==> src/rtl/csel_pkg.sv <==
package csel_pkg;
   localparam int LVL_W  = 3;
   localparam int FC_W   = 2;
   localparam int LANE_W = 2;
   localparam int ADDR_W = LVL_W + 1;

   localparam logic [FC_W-1:0] SP_CPU   = 2'b00;
   localparam logic [FC_W-1:0] SP_USER  = 2'b01;
   localparam logic [FC_W-1:0] SP_SUPV  = 2'b10;
   localparam logic [FC_W-1:0] SP_EITHER = 2'b11;

   localparam logic [LANE_W-1:0] LN_NONE  = 2'b00;
   localparam logic [LANE_W-1:0] LN_LOWER = 2'b01;
   localparam logic [LANE_W-1:0] LN_UPPER = 2'b10;
   localparam logic [LANE_W-1:0] LN_BOTH  = 2'b11;

   typedef struct packed {
      logic              avec;
      logic [LVL_W-1:0]  lvl;
      logic [LANE_W-1:0] lane;
      logic [FC_W-1:0]   space;
      logic              port16;
      logic              en;
   } csel_cfg_t;

   localparam int CFG_W = $bits(csel_cfg_t);
endpackage

==> src/rtl/csel_lane_match.sv <==
module csel_lane_match
   import csel_pkg::*;
(
   input  logic              port16,
   input  logic [LANE_W-1:0] lane,
   input  logic              a0,
   input  logic              siz0,
   output logic              ok
);
   always_comb begin
      if (!port16) begin
         ok = (lane != LN_NONE);
      end else begin
         unique case (lane)
            LN_BOTH:  ok = 1'b1;
            LN_UPPER: ok = !a0;
            LN_LOWER: ok = a0 | siz0;
            default:  ok = 1'b0;
         endcase
      end
   end
endmodule

==> src/rtl/csel_space_match.sv <==
module csel_space_match
   import csel_pkg::*;
(
   input  logic [FC_W-1:0]  space,
   input  logic [LVL_W-1:0] lvl,
   input  logic [FC_W-1:0]  fc,
   input  logic [LVL_W-1:0] bus_lvl,
   output logic             ok,
   output logic             iack
);
   logic lvl_ok;

   assign lvl_ok = (lvl == '0) || (lvl == bus_lvl);

   always_comb begin
      iack = 1'b0;
      unique case (space)
         SP_CPU: begin
            iack = (fc == SP_CPU);
            ok   = iack && lvl_ok;
         end
         SP_USER:  ok = (fc == SP_USER);
         SP_SUPV:  ok = (fc == SP_SUPV);
         default:  ok = (fc == SP_USER) || (fc == SP_SUPV);
      endcase
   end
endmodule

==> src/rtl/csel_channel.sv <==
module csel_channel
   import csel_pkg::*;
#(
   parameter int SEL_W = 2,
   parameter int IDX   = 0
) (
   input  logic              clk,
   input  logic              rst_n,
   input  logic              cfg_we,
   input  logic [SEL_W-1:0]  cfg_sel,
   input  logic [CFG_W-1:0]  cfg_wdata,
   input  logic [FC_W-1:0]   fc,
   input  logic [ADDR_W-1:0] addr,
   input  logic              siz0,
   output logic              hit,
   output logic              avec_req
);
   csel_cfg_t cfg_q;
   logic      lane_ok;
   logic      space_ok;
   logic      iack;

   always_ff @(posedge clk or negedge rst_n) begin
      if (!rst_n) begin
         cfg_q <= '0;
      end else if (cfg_we && (cfg_sel == SEL_W'(IDX))) begin
         cfg_q <= csel_cfg_t'(cfg_wdata);
      end
   end

   csel_lane_match u_lane (
      .port16 (cfg_q.port16),
      .lane   (cfg_q.lane),
      .a0     (addr[0]),
      .siz0   (siz0),
      .ok     (lane_ok)
   );

   csel_space_match u_space (
      .space   (cfg_q.space),
      .lvl     (cfg_q.lvl),
      .fc      (fc),
      .bus_lvl (addr[ADDR_W-1:1]),
      .ok      (space_ok),
      .iack    (iack)
   );

   assign hit      = cfg_q.en && lane_ok && space_ok;
   assign avec_req = hit && iack && cfg_q.avec;
endmodule

==> src/rtl/csel_decoder.sv <==
module csel_decoder
   import csel_pkg::*;
#(
   parameter int N_CH  = 4,
   parameter int SEL_W = (N_CH > 1) ? $clog2(N_CH) : 1
) (
   input  logic              clk,
   input  logic              rst_n,
   input  logic              cfg_we,
   input  logic [SEL_W-1:0]  cfg_sel,
   input  logic [CFG_W-1:0]  cfg_wdata,
   input  logic              as_i,
   input  logic [FC_W-1:0]   fc_i,
   input  logic [ADDR_W-1:0] addr_i,
   input  logic              siz0_i,
   output logic [N_CH-1:0]   cs_o,
   output logic              avec_o,
   output logic              term_o
);
   if (N_CH < 1 || N_CH > 32) begin : g_bad_nch
      $error("csel_decoder: N_CH must be 1..32");
   end
   if ((1 << SEL_W) < N_CH) begin : g_bad_sel
      $error("csel_decoder: SEL_W too narrow for N_CH");
   end

   logic [N_CH-1:0] hit;
   logic [N_CH-1:0] avec_req;
   logic            avec_nxt;

   for (genvar g = 0; g < N_CH; g++) begin : g_ch
      csel_channel #(.SEL_W(SEL_W), .IDX(g)) u_ch (
         .clk       (clk),
         .rst_n     (rst_n),
         .cfg_we    (cfg_we),
         .cfg_sel   (cfg_sel),
         .cfg_wdata (cfg_wdata),
         .fc        (fc_i),
         .addr      (addr_i),
         .siz0      (siz0_i),
         .hit       (hit[g]),
         .avec_req  (avec_req[g])
      );
   end

   assign avec_nxt = as_i && (|avec_req);

   always_ff @(posedge clk or negedge rst_n) begin
      if (!rst_n) begin
         cs_o   <= '0;
         avec_o <= 1'b0;
         term_o <= 1'b0;
      end else begin
         cs_o   <= as_i ? hit : '0;
         avec_o <= avec_nxt;
         term_o <= avec_nxt && !avec_o;
      end
   end
endmodule

==> config.mk <==
export PLATFORM = sky130hd
export DESIGN_NAME = csel_decoder
export DESIGN_NICKNAME = d
export VERILOG_FILES = /design/src/rtl/csel_pkg.sv /design/src/rtl/csel_lane_match.sv /design/src/rtl/csel_space_match.sv /design/src/rtl/csel_channel.sv /design/src/rtl/csel_decoder.sv
export SDC_FILE = /design/constraint.sdc
export NUM_CORES = 1
export LEC_CHECK = 0
export BUFFER_PORTS_ARGS = -buffer_cell sky130_fd_sc_hd__buf_4
export CAP_MARGIN = 20
export CELL_PAD_IN_SITES_DETAIL_PLACEMENT = 1
export CELL_PAD_IN_SITES_GLOBAL_PLACEMENT = 1
export CORE_ASPECT_RATIO = 0.8
export CORE_MARGIN = 4
export CORE_UTILIZATION = 40
export CTS_BUF_LIST = sky130_fd_sc_hd__clkbuf_4
export CTS_CLUSTER_DIAMETER = 150
export DETAILED_ROUTE_END_ITERATION = 8
export GPL_ROUTABILITY_DRIVEN = 1
export GPL_TIMING_DRIVEN = 0
export MAX_ROUTING_LAYER = met4
export PLACE_DENSITY_LB_ADDON = 0.1
export SLEW_MARGIN = 20
export SYNTH_ARGS = -nofsm -noshare
export SYNTH_HDL_FRONTEND = slang
export SYNTH_SLANG_ARGS = --single-unit
==> constraint.sdc <==
create_clock -name clk -period 2.5 [get_ports clk]
set_clock_uncertainty 0.05 [all_clocks]
set_input_delay 0.625 -clock clk [delete_from_list [all_inputs] [get_ports clk]]
set_output_delay 0.625 -clock clk [all_outputs]
set_load 0.02 [all_outputs]
==> results.toml, run 1 <==
[route]
viasPerCell = 5.57
drc = 0
via_count = 1882
drtIter0Drc = 62
ant_nets = 0
post_drt_wl_per_cell_um = 17.5
firstDrtPassIters = 4
finalWirelength_um = 5900

[clocking]
hold_buffers = 0
clk_pin_slew_ns = 0.15
htreeDepth = 2
cts_tree = "yes"
clock_path_buffers = 2
numCtsBuffers = 5
postCtsResizedCells = 0
cts-root-buf = "clkbuf_4"
cts_setup_buffers = 0
cts.sinks = 46
worst_skew_pair.late_latency_ns = 0.36

[power]
power_density_nw_per_um2 = 662
leakage_nw = 1.27
peakVddDrop_uv = 322

[logic_synthesis]
ys.flop_type = "dfrtp_1"
synth-seq-area-share_pct = 46.4
ys_warn_count = 0
avgSynthCellArea_um2 = 11.2
synth_compound_area_share_pct = 15.5
synthDistinctLibCells = 39
synth.mux.area_fraction_pct = 17.2
synth-xor-area-share_pct = 1.41
synth_fa_ha_area_share_pct = 1.51
synth_area_um2 = 2480
synth_top_family_by_area = "multiplexers"
synth_edf_count = 0
synthCells = 222
synthesis.nets = 248
async_reset_ff_share_pct = 100
post_synth_and_or_nand_nor_area_fraction_pct = 14.1
ys_seq_elements = 46

[run]
drv_cap = 0

[setup_path]
crit_type = "in -> reg"
startpoint_type = "input port"
worstPathRequired_ns = 2.72
worstPathMaxFanout = 4
endpoint_kind = "flop"
cp.arrival_ns = 2.25

[timing]
fin_setup_tns_ns = 0
fin_crit_sh_pct = 81.1
finalHoldViolCount = 0
final-setup-viol-count = 0
fin_crit_ns = 2.03
slew_headroom_pct = 52.6
drv_slew = 0
clock.fmax_ghz = 0.494
worst_pin_slew_ns = 0.711
rsz0062_at_grt = "false"

[floorplan]
coreArea_um2 = 5970
io_pins = 29
num_rows = 25
design.die.area_um2 = 7540
dieHeight_um = 78.5
start_util_pct = 41.5
die_x_um = 96.1

[global_routing]
grt_pass1_wl_um = 9740
grt.overflow.total = 0
first_global_vias = 1903
grt_max_degree = 47
antenna_found_initial = 0
gr-usage-all-layers_pct = 17.5

[finish]
area_growth_pct = 15.6
fin_nets = 282
fillers = 690
multi_input_area_um2 = 1230
drive_above_1_share_pct = 37.7
final-seq-area_um2 = 1150
layout_commonest_cell = "dfrtp_1"
post-route-util_pct = 48.0
layout_common_cells = "46 x dfrtp_1, 38 x mux2_2, 28 x buf_4"
antenna_cells = 0

[placed_design]
dpl.hpwl_um = 4420
gp_congestion = 0.755
port_buffers = 27

[outcome]
status = "finished clean"

[worst_hold_path]
hp-class = "in -> async"
[routing by layer]
layer  track usage, %  up-vias  wire length [um]
li1                 -      898                 -
met1             25.4      946              2910
met2             25.4       31              2630
met3             3.45        7               300
met4             3.69        0                58
met5                -        -                 0
[worst max-delay path, stage by stage]
cell and delay (ns):
buf_4 0.09, inv_1 0.04, ha_1 0.32, o21ai_0 0.14, a311oi_1 0.58, o311ai_2 0.22, a41oi_1 0.23
[Yosys cell counts (all sizes together) (3+ instances only)]
library cell	count	area share (%)
dfrtp	46	46
buf	8	2.2
nor4bb	3	1.2
a311oi	7	3.0
xnor2	4	1.4
o211a	5	2.0
a21oi	8	1.6
nand4	3	0.76
o211ai	3	0.91
a31oi	3	0.76
nor4	4	1.9
nor2	13	2.1
mux2	38	17
nand2	16	2.4
ha	3	1.5
o21ai	21	4.4
o311ai	4	1.7
or3b	4	1.4
inv	9	1.4
and3	4	1.2
[path summary, 6_finish.rpt]
check / end / slack, ns / startpoint / cells past startpoint
worst max-delay path: term_o$_DFF_PN0_ / 0.47 / fc_i[0] / 7
worst min-delay path: g_ch[0].u_ch.cfg_q[4]$_DFFE_PN0P_ / 0.22 / rst_n / 1
worst max register to register: term_o$_DFF_PN0_ / 0.66 / g_ch[3].u_ch.cfg_q[2]$_DFFE_PN0P_ / 5
worst min register to register: g_ch[1].u_ch.cfg_q[9]$_DFFE_PN0P_ / 0.47 / g_ch[1].u_ch.cfg_q[9]$_DFFE_PN0P_ / 1
max in group asynchronous: g_ch[2].u_ch.cfg_q[8]$_DFFE_PN0P_ / 1.78 / rst_n / 1
min in group clk: g_ch[0].u_ch.cfg_q[4]$_DFFE_PN0P_ / 0.45 / cfg_wdata[4] / 3
[report_power, final]
group          total, W  switching [W]  internal (W)
Sequential     0.000976       0.000106      0.000870
Combinational  0.000463       0.000231      0.000232
Clock          0.000461       0.000239      0.000222
Total           0.00190       0.000576       0.00132
[area by class of cell]
cell class              count  area share [%]
flip-flops and latches     46            40.1
repair buffers             27            7.06
clock inverters             2            1.31
plain buffers              10            2.18
well taps                  81            3.53
inverters                   9            1.18
clock buffers               6            1.57
multi-input cells         157            43.0
[flip-flops by register name, indices dropped and copies added, names as in the netlist]
register,flops
g_ch.u_ch.cfg_q,40
cs_o,4
avec_o,1
term_o,1
[logic make-up after synthesis]
group                      Yosys count
AOI/OAI and AO/OA                   54
muxes                               38
DFF                                 46
xor gates and xnor gates             4
adders and majority gates            3
and+or+nand+nor                     58
buffers and inverters               19
[metrics by stage]
step                cells  hold slack [ns]  cell area (um2)  setup slack, ns  total power, W
floorplan             222            0.279             2480            0.615         0.00129
global placement      330            0.434             2790            0.106         0.00144
detailed placement    330            0.445             2790           0.0868         0.00146
CTS                   338            0.207             2870            0.489         0.00192
global route          338            0.232             2870            0.273         0.00204
finish                338            0.220             2870            0.474         0.00190
No activity file was read; power rests on OpenSTA's default activity.
==> inputs of run 2 (changes only) <==
==> constraint.sdc (replaced) <==
create_clock -name clk -period 1.7 [get_ports clk]
set_clock_uncertainty 0.05 [all_clocks]
set_input_delay 0.425 -clock clk [delete_from_list [all_inputs] [get_ports clk]]
set_output_delay 0.425 -clock clk [all_outputs]
set_load 0.02 [all_outputs]
==> results.toml, run 2 (same netlist as run 1, synthesis figures left out) <==
[outcome]
status = "finished, violations left"
violations = "setup timing"

[finish]
largest_register = "g_ch.u_ch.cfg_q"
largest_reg_flops = 40
final-seq-area_um2 = 1150
layout_common_cells = "43 x dfrtp_1, 38 x mux2_2, 33 x buf_4"
layout_commonest_cell = "dfrtp_1"
fin_area_um2 = 3010
fillers = 677
fin_nets = 286
multi_input_area_um2 = 1340
instances_no_fill = 342
top_regs = "g_ch.u_ch.cfg_q: 40 flops, cs_o: 4 flops"
drive_above_1_share_pct = 44.4
antenna_cells = 0
area_growth_pct = 21.4

[clocking]
cts_tree = "yes"
cts.sinks = 46
numCtsBuffers = 5
clock_path_buffers = 2
htreeDepth = 2
worst_skew_pair.late_latency_ns = 0.36
clk_pin_slew_ns = 0.13
hold_buffers = 0
cts-root-buf = "clkbuf_4"

[setup_path]
crit_type = "reg -> reg"
critPathSlowestCell = "dfrtp_1"
reg2reg_slack_ns = -0.12
r2r_end = "term_o$_DFF_PN0_"
worstPathMaxFanout = 8
endpoint_kind = "flop"
worstPathRequired_ns = 1.87
startpoint_type = "flop"
max_stage_delay_ns = 0.38
cp_cell_sequence = "buf_2 -> nor4bb_2 -> a311oi_2 -> nor2_2 -> o311ai_2 -> a41oi_2"
cp.arrival_ns = 1.99
worst-r2r-cell-count = 6
r2r_start = "g_ch[3].u_ch.cfg_q[8]$_DFFE_PN0P_"

[global_routing]
first_global_vias = 1901
gr-usage-all-layers_pct = 17.5
grt_max_degree = 47
grt.overflow.total = 0
antenna_found_initial = 0
grt_pass1_wl_um = 9700

[power]
peakVddDrop_uv = 481
power_density_nw_per_um2 = 959
total_power_w = 0.00289
leakage_nw = 1.30

[timing]
drv_slew = 0
slew_headroom_pct = 51.7
clock.fmax_ghz = 0.550
rsz0062_at_grt = "true"
fin_crit_ns = 1.82
worst_pin_slew_ns = 0.724
setup_slack_ns = -0.120
finalHoldViolCount = 0
fin_crit_sh_pct = 107
fin_setup_tns_ns = -0.247
final-setup-viol-count = 3

[placed_design]
dpl.hpwl_um = 4420
placed_cell_area_um2 = 2790
port_buffers = 27
gp_congestion = 0.755
place_inst = 330

[route]
viasPerCell = 5.64
finalWirelength_um = 6180
drtIter0Drc = 58
ant_nets = 0
firstDrtPassIters = 4
post_drt_wl_per_cell_um = 18.1
drc = 0
via_count = 1929

[floorplan]
design.die.area_um2 = 7540
dieHeight_um = 78.5
start_util_pct = 41.5
die_x_um = 96.1
num_rows = 25
io_pins = 29
coreArea_um2 = 5970

[worst_hold_path]
hp-class = "in -> async"

[run]
drv_cap = 0
[run 2: what timing repair did]
action                     in CTS  in global routing
pin swaps                       5                 10
resized for setup               6                 15
setup endpoints to repair       2                  6
hold endpoints to repair        0                  0
setup buffers                   0                  5
[run 2: metrics by stage]
step | hold WS (ns) | setup slack [ns] | util [%]
5_1_grt | 0.0319 | -0.182 | 50.4
6_report | 0.0158 | -0.120 | 50.4
2_1_floorplan | 0.0794 | 0.0151 | -
3_5_place_dp | 0.420 | -0.513 | 46.6
3_3_place_gp | 0.418 | -0.494 | 46.6
4_1_cts | 0.00688 | 0.00278 | 48.6
[run 2: worst max-delay path by stage]
stage                                       from                to  slack, ns  cells after the start
5_1_grt        g_ch[3].u_ch.cfg_q[6]$_DFFE_PN0P_  avec_o$_DFF_PN0_      -0.18                      5
6_report       g_ch[3].u_ch.cfg_q[8]$_DFFE_PN0P_  term_o$_DFF_PN0_      -0.12                      6
4_1_cts        g_ch[0].u_ch.cfg_q[8]$_DFFE_PN0P_  term_o$_DFF_PN0_      0.003                      6
3_3_place_gp                             fc_i[0]  term_o$_DFF_PN0_      -0.49                      7
2_1_floorplan                          addr_i[2]  avec_o$_DFF_PN0_       0.02                      6
3_5_place_dp                             fc_i[0]  term_o$_DFF_PN0_      -0.51                      7
[run 2: critical path, delay by kind of cell, from the launching register on]
family	cells	cell delay, ns
compound gates	3	0.79
buf+inv	1	0.18
flops	1	0.38
simple gates	2	0.29
[run 2: power breakdown]
| group | internal [W] | switching [W] |
|---|---|---|
| sequential | 0.00128 | 0.000171 |
| combinational | 0.000380 | 0.000375 |
| clock | 0.000327 | 0.000354 |
| total | 0.00199 | 0.000899 |
[run 2: area by class of cell]
cell class	count	share of cell area, %
buffer	9	1.99
clock buffer	6	1.50
clock inverter	2	1.25
inverter	9	1.12
multi-input combinational	157	44.5
sequential	46	38.3
tap	81	3.36
timing repair buffer	32	7.97
[run 2: metal layers]
layer | up-vias | track usage (%) | part of all wire (%) | wire length (um)
li1 | 905 | - | - | -
met2 | 41 | 25.5 | 45 | 2800
met5 | - | - | 0 | 0
met3 | 11 | 3.35 | 4.4 | 273
met1 | 972 | 25.2 | 48 | 2990
met4 | 0 | 3.69 | 1.7 | 106
